===== config.mk =====
export PLATFORM = sky130hd
export DESIGN_NAME = uart_rx_fifo
export DESIGN_NICKNAME = d
export VERILOG_FILES = /design/src/rtl/urx_pkg.sv /design/src/rtl/urx_deframer.sv /design/src/rtl/urx_fifo.sv /design/src/rtl/urx_status.sv /design/src/rtl/urx_rts.sv /design/src/rtl/uart_rx_fifo.sv
export SDC_FILE = /design/constraint.sdc
export NUM_CORES = 1
export LEC_CHECK = 0
export BUFFER_PORTS_ARGS = -buffer_cell sky130_fd_sc_hd__buf_2
export CAP_MARGIN = 20
export CORE_AREA = 2 2 126 128
export DETAILED_ROUTE_END_ITERATION = 10
export DIE_AREA = 0 0 128 130
export PLACE_DENSITY = 0.77
export SYNTH_ARGS = -nofsm -noshare
export SYNTH_HDL_FRONTEND = slang
export SYNTH_HIERARCHICAL = 1
export SYNTH_SLANG_ARGS = --single-unit
export TNS_END_PERCENT = 100

===== constraint.sdc =====
create_clock -name clk -period 3.77 [get_ports clk]
set_input_delay 0.377 -clock clk [delete_from_list [all_inputs] [get_ports clk]]
set_output_delay 0.377 -clock clk [all_outputs]
set_load 0.1 [all_outputs]

===== src/rtl/urx_pkg.sv =====
package urx_pkg;

  localparam int DATA_BITS = 8;
  localparam int OVS       = 16;

  typedef enum logic [2:0] {
    ST_IDLE,
    ST_START,
    ST_DATA,
    ST_PAR,
    ST_STOP
  } rx_state_e;

  typedef struct packed {
    logic                 perr;
    logic                 ferr;
    logic [DATA_BITS-1:0] data;
  } rx_entry_t;

  // fill level at which RTS asserts, per 3-bit trigger code
  function automatic int unsigned rts_threshold(input logic [2:0] code);
    if (code == 3'd0)      return 15;
    else if (code == 3'd1) return 1;
    else                   return 2 * int'(code);
  endfunction

endpackage


===== src/rtl/urx_deframer.sv =====
module urx_deframer
  import urx_pkg::*;
#(
  parameter int CLKS_PER_SAMPLE = 4
) (
  input  logic      clk,
  input  logic      rst_n,
  input  logic      line_in,
  input  logic      enable,
  input  logic      par_en,
  input  logic      par_odd,
  output logic      frame_valid,
  output rx_entry_t frame
);

  localparam int SW = $clog2(OVS);
  localparam int BW = $clog2(DATA_BITS);
  localparam logic [SW-1:0] MID_CNT  = SW'(OVS / 2 - 1);
  localparam logic [SW-1:0] FULL_CNT = SW'(OVS - 1);
  localparam logic [BW-1:0] LAST_BIT = BW'(DATA_BITS - 1);

  logic tick;

  generate
    if (CLKS_PER_SAMPLE <= 1) begin : g_tick_every
      assign tick = 1'b1;
    end else begin : g_tick_div
      localparam int DW = $clog2(CLKS_PER_SAMPLE);
      localparam logic [DW-1:0] DIV_END = DW'(CLKS_PER_SAMPLE - 1);
      logic [DW-1:0] div_q;
      always_ff @(posedge clk or negedge rst_n) begin
        if (!rst_n)              div_q <= '0;
        else if (div_q == DIV_END) div_q <= '0;
        else                     div_q <= div_q + 1'b1;
      end
      assign tick = (div_q == DIV_END);
    end
  endgenerate

  logic [1:0] sync_q;
  logic       line_s;

  always_ff @(posedge clk or negedge rst_n) begin
    if (!rst_n) sync_q <= 2'b11;
    else        sync_q <= {sync_q[0], line_in};
  end
  assign line_s = sync_q[1];

  rx_state_e            st_q;
  logic [SW-1:0]        smp_q;
  logic [BW-1:0]        bit_q;
  logic [DATA_BITS-1:0] shift_q;
  logic                 par_q;
  logic                 valid_q;
  rx_entry_t            frame_q;
  logic                 par_bad;

  assign par_bad = par_en && (((^shift_q) ^ par_q) != par_odd);

  always_ff @(posedge clk or negedge rst_n) begin
    if (!rst_n) begin
      st_q    <= ST_IDLE;
      smp_q   <= '0;
      bit_q   <= '0;
      shift_q <= '0;
      par_q   <= 1'b0;
      valid_q <= 1'b0;
      frame_q <= '0;
    end else begin
      valid_q <= 1'b0;
      if (!enable) begin
        st_q  <= ST_IDLE;
        smp_q <= '0;
      end else if (tick) begin
        case (st_q)
          ST_IDLE: begin
            if (!line_s) begin
              st_q  <= ST_START;
              smp_q <= '0;
            end
          end
          ST_START: begin
            if (smp_q == MID_CNT) begin
              smp_q <= '0;
              bit_q <= '0;
              st_q  <= line_s ? ST_IDLE : ST_DATA;
            end else begin
              smp_q <= smp_q + 1'b1;
            end
          end
          ST_DATA: begin
            if (smp_q == FULL_CNT) begin
              smp_q   <= '0;
              shift_q <= {line_s, shift_q[DATA_BITS-1:1]};
              if (bit_q == LAST_BIT) st_q <= par_en ? ST_PAR : ST_STOP;
              else                   bit_q <= bit_q + 1'b1;
            end else begin
              smp_q <= smp_q + 1'b1;
            end
          end
          ST_PAR: begin
            if (smp_q == FULL_CNT) begin
              smp_q <= '0;
              par_q <= line_s;
              st_q  <= ST_STOP;
            end else begin
              smp_q <= smp_q + 1'b1;
            end
          end
          ST_STOP: begin
            if (smp_q == FULL_CNT) begin
              smp_q        <= '0;
              valid_q      <= 1'b1;
              frame_q.data <= shift_q;
              frame_q.ferr <= ~line_s;
              frame_q.perr <= par_bad;
              st_q         <= ST_IDLE;
            end else begin
              smp_q <= smp_q + 1'b1;
            end
          end
          default: st_q <= ST_IDLE;
        endcase
      end
    end
  end

  assign frame_valid = valid_q;
  assign frame       = frame_q;

endmodule


===== src/rtl/urx_fifo.sv =====
module urx_fifo
  import urx_pkg::*;
#(
  parameter int DEPTH = 16
) (
  input  logic                         clk,
  input  logic                         rst_n,
  input  logic                         push_valid,
  input  rx_entry_t                    push_entry,
  input  logic                         pop,
  output logic                         stored,
  output logic                         dropped,
  output logic                         head_valid,
  output rx_entry_t                    head,
  output logic [$clog2(DEPTH+1)-1:0]   count
);

  localparam int AW = $clog2(DEPTH);
  localparam int CW = $clog2(DEPTH + 1);
  localparam logic [AW-1:0] PTR_END = AW'(DEPTH - 1);
  localparam logic [CW-1:0] CNT_FULL = CW'(DEPTH);

  rx_entry_t     mem_q [DEPTH];
  logic [AW-1:0] wr_ptr_q, rd_ptr_q;
  logic [CW-1:0] count_q;
  logic          full, do_push, do_pop;

  function automatic logic [AW-1:0] ptr_inc(input logic [AW-1:0] p);
    return (p == PTR_END) ? '0 : p + 1'b1;
  endfunction

  assign full       = (count_q == CNT_FULL);
  assign head_valid = (count_q != '0);
  assign do_push    = push_valid && !full;
  assign dropped    = push_valid && full;
  assign do_pop     = pop && head_valid;

  always_ff @(posedge clk or negedge rst_n) begin
    if (!rst_n) begin
      wr_ptr_q <= '0;
      rd_ptr_q <= '0;
      count_q  <= '0;
    end else begin
      if (do_push) wr_ptr_q <= ptr_inc(wr_ptr_q);
      if (do_pop)  rd_ptr_q <= ptr_inc(rd_ptr_q);
      case ({do_push, do_pop})
        2'b10:   count_q <= count_q + 1'b1;
        2'b01:   count_q <= count_q - 1'b1;
        default: count_q <= count_q;
      endcase
    end
  end

  always_ff @(posedge clk) begin
    if (do_push) mem_q[wr_ptr_q] <= push_entry;
  end

  assign stored = do_push;
  assign head   = mem_q[rd_ptr_q];
  assign count  = count_q;

endmodule


===== src/rtl/urx_status.sv =====
module urx_status (
  input  logic clk,
  input  logic rst_n,
  input  logic stored,
  input  logic dropped,
  input  logic ovr_clear,
  input  logic dr_status_rd,
  input  logic dr_clear_wr,
  input  logic rx_irq_en,
  input  logic err_irq_en,
  input  logic head_valid,
  input  logic head_perr,
  input  logic head_ferr,
  output logic dr_flag,
  output logic ovr_flag,
  output logic rx_irq,
  output logic err_irq
);

  logic dr_q, armed_q, ovr_q, clr_ok;

  assign clr_ok = dr_clear_wr && armed_q;

  always_ff @(posedge clk or negedge rst_n) begin
    if (!rst_n) begin
      dr_q    <= 1'b0;
      armed_q <= 1'b0;
      ovr_q   <= 1'b0;
    end else begin
      if (stored)      dr_q <= 1'b1;
      else if (clr_ok) dr_q <= 1'b0;

      if (clr_ok)                    armed_q <= 1'b0;
      else if (dr_status_rd && dr_q) armed_q <= 1'b1;

      if (dropped)        ovr_q <= 1'b1;
      else if (ovr_clear) ovr_q <= 1'b0;
    end
  end

  assign dr_flag  = dr_q;
  assign ovr_flag = ovr_q;
  assign rx_irq   = dr_q && rx_irq_en;
  assign err_irq  = err_irq_en && ((head_valid && (head_perr || head_ferr)) || ovr_q);

endmodule


===== src/rtl/urx_rts.sv =====
module urx_rts
  import urx_pkg::*;
#(
  parameter int DEPTH = 16
) (
  input  logic                       rx_enable,
  input  logic                       flow_en,
  input  logic [2:0]                 trig_code,
  input  logic [$clog2(DEPTH+1)-1:0] fill,
  output logic                       rts
);

  localparam int CW = $clog2(DEPTH + 1);

  logic [CW-1:0] level;
  logic          at_level;

  assign level    = CW'(rts_threshold(trig_code));
  assign at_level = (fill >= level);
  assign rts      = !rx_enable || (flow_en && at_level);

endmodule


===== src/rtl/uart_rx_fifo.sv =====
module uart_rx_fifo
  import urx_pkg::*;
#(
  parameter int DEPTH           = 16,
  parameter int CLKS_PER_SAMPLE = 4
) (
  input  logic                       clk,
  input  logic                       rst_n,
  input  logic                       rx_line,
  input  logic                       rx_enable,
  input  logic                       parity_en,
  input  logic                       parity_odd,
  input  logic [2:0]                 rts_trig,
  input  logic                       flow_en,
  output logic                       rd_valid,
  input  logic                       rd_ready,
  output logic [7:0]                 rd_data,
  output logic                       rd_parity_err,
  output logic                       rd_frame_err,
  output logic [$clog2(DEPTH+1)-1:0] fill_count,
  output logic                       dr_flag,
  input  logic                       dr_status_rd,
  input  logic                       dr_clear_wr,
  output logic                       ovr_flag,
  input  logic                       ovr_clear,
  input  logic                       rx_irq_en,
  input  logic                       err_irq_en,
  output logic                       rx_irq,
  output logic                       err_irq,
  output logic                       rts
);

  logic      frm_valid, stored, dropped, head_valid;
  rx_entry_t frm, head;

  urx_deframer #(.CLKS_PER_SAMPLE(CLKS_PER_SAMPLE)) deframer_i (
    .clk         (clk),
    .rst_n       (rst_n),
    .line_in     (rx_line),
    .enable      (rx_enable),
    .par_en      (parity_en),
    .par_odd     (parity_odd),
    .frame_valid (frm_valid),
    .frame       (frm)
  );

  urx_fifo #(.DEPTH(DEPTH)) fifo_i (
    .clk        (clk),
    .rst_n      (rst_n),
    .push_valid (frm_valid),
    .push_entry (frm),
    .pop        (rd_ready),
    .stored     (stored),
    .dropped    (dropped),
    .head_valid (head_valid),
    .head       (head),
    .count      (fill_count)
  );

  urx_status status_i (
    .clk          (clk),
    .rst_n        (rst_n),
    .stored       (stored),
    .dropped      (dropped),
    .ovr_clear    (ovr_clear),
    .dr_status_rd (dr_status_rd),
    .dr_clear_wr  (dr_clear_wr),
    .rx_irq_en    (rx_irq_en),
    .err_irq_en   (err_irq_en),
    .head_valid   (head_valid),
    .head_perr    (head.perr),
    .head_ferr    (head.ferr),
    .dr_flag      (dr_flag),
    .ovr_flag     (ovr_flag),
    .rx_irq       (rx_irq),
    .err_irq      (err_irq)
  );

  urx_rts #(.DEPTH(DEPTH)) rts_i (
    .rx_enable (rx_enable),
    .flow_en   (flow_en),
    .trig_code (rts_trig),
    .fill      (fill_count),
    .rts       (rts)
  );

  assign rd_valid      = head_valid;
  assign rd_data       = head.data;
  assign rd_parity_err = head.perr;
  assign rd_frame_err  = head.ferr;

endmodule


Word-level counts from Yosys, hierarchy flattened
Memory sizes are Yosys's and may differ from the RTL's.
Index checks and enable logic that the tools add are counted.
- register bits: 50
- memory bits (writable): 160
- input bits: 16
- output and inout bits: 21
- word-level logic and storage cells: 124
- memories: 1
- add/sub/neg operators: 7
- order comparisons: 1
- eq/ne operators: 26
- multiplexer cells: 39
- bitwise operators: 2
- reduce and logical (&&, ||, !) cells: 31
- memories (memory ; words ; width ; read ports ; clocked after memory_dff ; write ports ; RTL line ; source):
    fifo_i.mem_q ; 16 ; 10 ; 1 ; 0 ; 1 ; urx_fifo.sv:23 ; rx_entry_t mem_q [DEPTH];
- operators with widths (operator ; count):
    $mux 3 ; 12
    $mux 4 ; 8
    $ne 3x2->1 const B ; 5
    $pmux 3 s5 ; 1
    $add 4x1->4 const B ; 3
    $eq 4x4->1 const B ; 3
    $mux 1 ; 12
    $pmux 4 s3 ; 1
    $reduce_and 4->1 ; 3
    $logic_and 1x1->1 ; 10
    $pmux 5 s2 ; 1
    $reduce_bool 2->1 ; 5
    $reduce_xor 8->1 ; 1
    $reduce_and 7->1 ; 1
    $eq 3x1->1 const B ; 2
    $eq 3x2->1 const B ; 2
    $eq 3x3->1 const B ; 2
    $logic_not 3->1 ; 2
    $ne 2x1->1 const B ; 3
    $pmux 3 s2 ; 1
    $reduce_and 6->1 ; 1
    $add 5x1->5 const B ; 1
    $eq 5x5->1 const B ; 1
    $ge 5x5->1 ; 1
    19 further kinds ; 24

Logic depth before layout (Yosys ltp)
- word-level depth: 6
- gate-level depth with buffers: 11
- mapped depth without buffers: 11

Hierarchy
Netlist, hierarchy kept.
- by module, submodules not included (module ; instances ; cells each ; area an instance (um2) ; seq. area each (um2)):
    urx_fifo ; 1 ; 378 ; 7151.9 ; 5129.9
    urx_deframer ; 1 ; 140 ; 1650.3 ; 853.3
    urx_status ; 1 ; 13 ; 131.4 ; 75.1
    urx_rts ; 1 ; 17 ; 127.6 ; 0.0

Worst setup path after synthesis
OpenSTA, ideal clock, no wires.
- kind: register to output
- start: register fifo_i.rd_ptr_q[0]
- end: output err_irq
- arrival: 3.429 ns
- required time: 3.393 ns
- path slack: -0.036 ns
- cell stages (with the launch flop): 9
- cell sequence: dfrtp_1 buf_6 nand2b_1 clkbuf_1 o221ai_1 and2b_1 a221o_1 nor3_1 nor2_1
- word-level cells in the longest chain between the ends: 5
- ends and longest elaborated chain (element ; RTL line ; source):
    from (decl) ; urx_fifo.sv:24 ; logic [AW-1:0] wr_ptr_q, rd_ptr_q;
    from (signal assigned) ; urx_fifo.sv:45 ; if (do_pop) rd_ptr_q <= ptr_inc(rd_ptr_q);
    $mem_v2 16x10 ; n/a ;
    named net rd_frame_err ; uart_rx_fifo.sv:19 ; output logic rd_frame_err,
    $logic_or 1x1->1 ; urx_status.sv:44 ; assign err_irq = err_irq_en && ((head_valid && (head_perr || head_ferr)) || ovr_q);
    $logic_and 1x1->1 ; urx_status.sv:44 ;
    $logic_or 1x1->1 ; urx_status.sv:44 ;
    $logic_and 1x1->1 ; urx_status.sv:44 ;
    to (decl) ; uart_rx_fifo.sv:29 ; output logic err_irq,
The timed path passes the listed nets, and every way through them passes these cells.

Final worst setup path
- start: register fifo_i.rd_ptr_q[1]
- end: output err_irq
- word-level cells in the longest chain between the ends: 5
- ends and longest elaborated chain (element ; RTL line):
    $mem_v2 16x10 ; n/a
    $logic_or 1x1->1 ; urx_status.sv:44
    $logic_and 1x1->1 ; urx_status.sv:44
    $logic_or 1x1->1 ; urx_status.sv:44
    $logic_and 1x1->1 ; urx_status.sv:44
Every way passes these cells.

==> impl_metrics.py <==
metrics = {
    "synthesis": {
        "synth_top_area_share": 0.530,
        "yosysSeqAreaShare": 0.669,
        "async_flop_share": 0.238,
        "yosys.area_share.simple": 0.0555,
        "synth.area.mux_share": 0.140,
        "synth_compound_area_frac": 0.0641,
        "synthXorXnorAreaFrac": 0.0174,
        "avgSynthCellArea_um2": 16.5,
        "synth_cell_types": 59,
        "syn_nets": 582,
        "yosys_warnings": 6,
        "yosys_most_used_dff": "edfxtp_1",
        "synthAdderAreaFrac": 0.0257,
        "synth.most_common_cell": "edfxtp_1",
        "synth_commonest_cells": "160 x edfxtp_1, 48 x dfrtp_1, 36 x nand2_1",
        "synth_cells": 548,
        "synth_top_family_by_area": "multiplexers",
        "syn_area_um2": 9060,
        "synthTopCellsByArea": "edfxtp_1 53%, dfrtp_1 13%, mux4_1 5.5%",
        "synth_largest_area_cell": "edfxtp_1",
        "synth_edf_count": 160,
        "ys_ff_latch": 210,
    },
    "global_route": {
        "grt_pass1_wl_um": 26900,
        "grt_use_met3": 0.0463,
        "top_usage_layer": "met2",
        "gr-usage-met2": 0.351,
        "track_usage": 0.214,
        "antenna_found_initial": 0,
        "grt_pass1_vias": 4893,
        "overflow": 0,
        "use_met1": 0.295,
        "grt_max_degree": 51,
    },
    "clock_network": {
        "insertion_delay_ns": 0.50,
        "clkSinkCount": 210,
        "cts_tree": "built",
        "cts_made_buffers": 22,
        "cts_root_buf": "clkbuf_16",
        "htree_levels": 1,
        "cts_setup_buffers": 0,
        "clk_pin_slew_ns": 0.06,
        "clockBufferDepth": 3,
    },
    "worst_hold_path": {
        "hold_depth": 2,
        "worst_hold_path_type": "input port to flop",
    },
    "floorplan": {
        "fp.dieW_um": 128,
        "fp.dieH_um": 130,
        "initial_utilization": 0.587,
        "die_area_um2": 16600,
        "io_pins": 37,
        "num_rows": 46,
        "core_area_um2": 15400,
    },
    "sta": {
        "period_needed_ns": 3.56,
        "tns_ns": 0,
        "fin_crit_sh": 0.945,
        "drv_slew": 0,
        "postLayoutSetupSlackWorst_ns": 0.208,
        "setup_violations": 0,
        "hold_viol": 0,
        "tightest_slew_ns": 1.02,
        "rsz0062_at_grt": "no",
        "clock.fmax_mhz": 281,
        "relSlewSlack": 0.315,
        "finalClockSkew_ns": 0.0185,
    },
    "cells_and_area": {
        "fin_area_um2": 10100,
        "filler_cell_count": 1037,
        "regArea_um2": 6060,
        "layout-drive-gt1-share": 0.226,
        "nNetsFinal": 634,
        "num_antenna_cells": 0,
        "area_growth_pct": 11.8,
        "multiInputGateArea_um2": 2740,
    },
    "critical_path": {
        "startpoint_type": "flop",
        "worst_r2r_path_depth": 9,
        "slowest_delay_ns": 0.77,
        "crit_fanout": 27,
        "worstSetupPathType": "flop to primary output",
        "crit_buf_inv": 3,
        "cp-end-kind": "primary output",
        "required_ns": 3.39,
        "critPathSlowestCell": "dfrtp_2",
        "path_cells": "buf_4 > mux4_2 > inv_1 > o21ai_1 > a221o_1 > nor3_1 > nor2_2 > buf_2",
        "worst-path-stages": 8,
        "critical-path-top-delay-family": "flip-flops",
        "cp.arrival_ns": 3.19,
    },
    "flow_run": {
        "maxCapViolations": 0,
    },
    "power_and_ir_drop": {
        "power_mw": 6.60,
        "leakage_nw": 3.53,
        "cellPowerDensity_nw_per_um2": 651,
        "ir_drop_uv": 606,
    },
    "placed_design": {
        "hpwl_um": 11400,
        "portBuffers": 36,
        "place_area_um2": 9390,
        "dp_slack_ns": 0.584,
        "finalWeightedCongestion": 0.823,
    },
    "detailed_routing": {
        "vias_per_cell": 6.01,
        "vias": 4858,
        "drtAntennaViolNets": 0,
        "drc": 0,
        "wl_per_cell_um": 21.2,
        "wirelength_um": 17100,
        "drt_pass1_iterations": 5,
        "drtIter0Drc": 420,
    },
    "status": {
        "status": "completed",
    },
}
## report_power, final
group | internal [mW] | total [mW] | switching [mW]
sequential | 2.52 | 2.72 | 0.197
clock | 1.21 | 2.05 | 0.841
combinational | 0.514 | 1.83 | 1.32
## kinds of logic (layout without fill, tap and decap cells)
logic type	Yosys count	after routing
AO/OA/AOI/OAI	75	75
XOR/XNOR	18	18
adder cells (fa/ha/maj)	18	18
buffers and inverters	49	117
flip-flops	210	210
multiplexers	73	73
AND/OR/NAND/NOR	105	105
## per-stage QoR
stage	util	std cells	hold WS, ns
6_report	0.657	808	0.0663
3_5_place_dp	0.609	763	0.352
2_1_floorplan	-	548	0.0814
4_1_cts	0.655	805	0.0520
5_1_grt	0.657	808	0.0671
3_3_place_gp	0.609	763	0.347
## placed cells by master, fill, tap and decap left out, drive strengths merged, types with 11 or more instances in the layout
cell type,synthesis,layout
ha,17,17
inv,27,28
clkbuf,6,29
o221ai,11,11
mux2,40,40
nand2,36,36
nor2,26,26
dfrtp,48,48
buf,16,48
o21ai,25,25
xnor2,14,14
edfxtp,160,160
mux4,30,30
## what timing repair did
| action | in CTS | in global routing |
|---|---|---|
| hold endpoints to repair | 44 | 0 |
| setup endpoints to repair | 0 | 1 |
| hold buffers | 2 | 0 |
| gates resized for setup | 0 | 1 |
## layout make-up
class | instances | area share
clock buffer | 29 | 0.0600
clock inverter | 11 | 0.00828
sequential | 210 | 0.599
multi-input combinational | 289 | 0.271
tap | 192 | 0.0237
timing repair buffer | 50 | 0.0287
inverter | 27 | 0.0100
## flip-flops by register name, summed over array words and instances (netlist names), 2 cells and up
register	count
deframer_i/g_tick_div.div_q	2
deframer_i/sync_q	2
fifo_i/mem_q	160
deframer_i/smp_q	4
deframer_i/bit_q	3
deframer_i/frame	10
fifo_i/wr_ptr_q	4
fifo_i/rd_ptr_q	4
deframer_i/shift_q	8
deframer_i/st_q	3
fifo_i/count	5
## layer usage
metal  part of all wire  vias up
li1                   -     2234
met1               0.43     2466
met2               0.48      133
met3              0.064       25
met4              0.020        0
met5                  0        -
## path summary, 6_finish.rpt
kind	startpoint	endpoint	slack, ns
max reg2reg	fifo_i/count[1]	fifo_i/count[4]	0.53
min	dr_clear_wr	status_i/armed_q	0.07
min in group asynchronous	rst_n	deframer_i/bit_q[2]	0.52
min reg2reg	deframer_i/sync_q[0]	deframer_i/sync_q[1]	0.36
max in group asynchronous	rst_n	fifo_i/rd_ptr_q[0]	2.78
max	fifo_i/rd_ptr_q[1]	err_irq	0.21
Note: power is estimated with default switching activity, not from simulation.
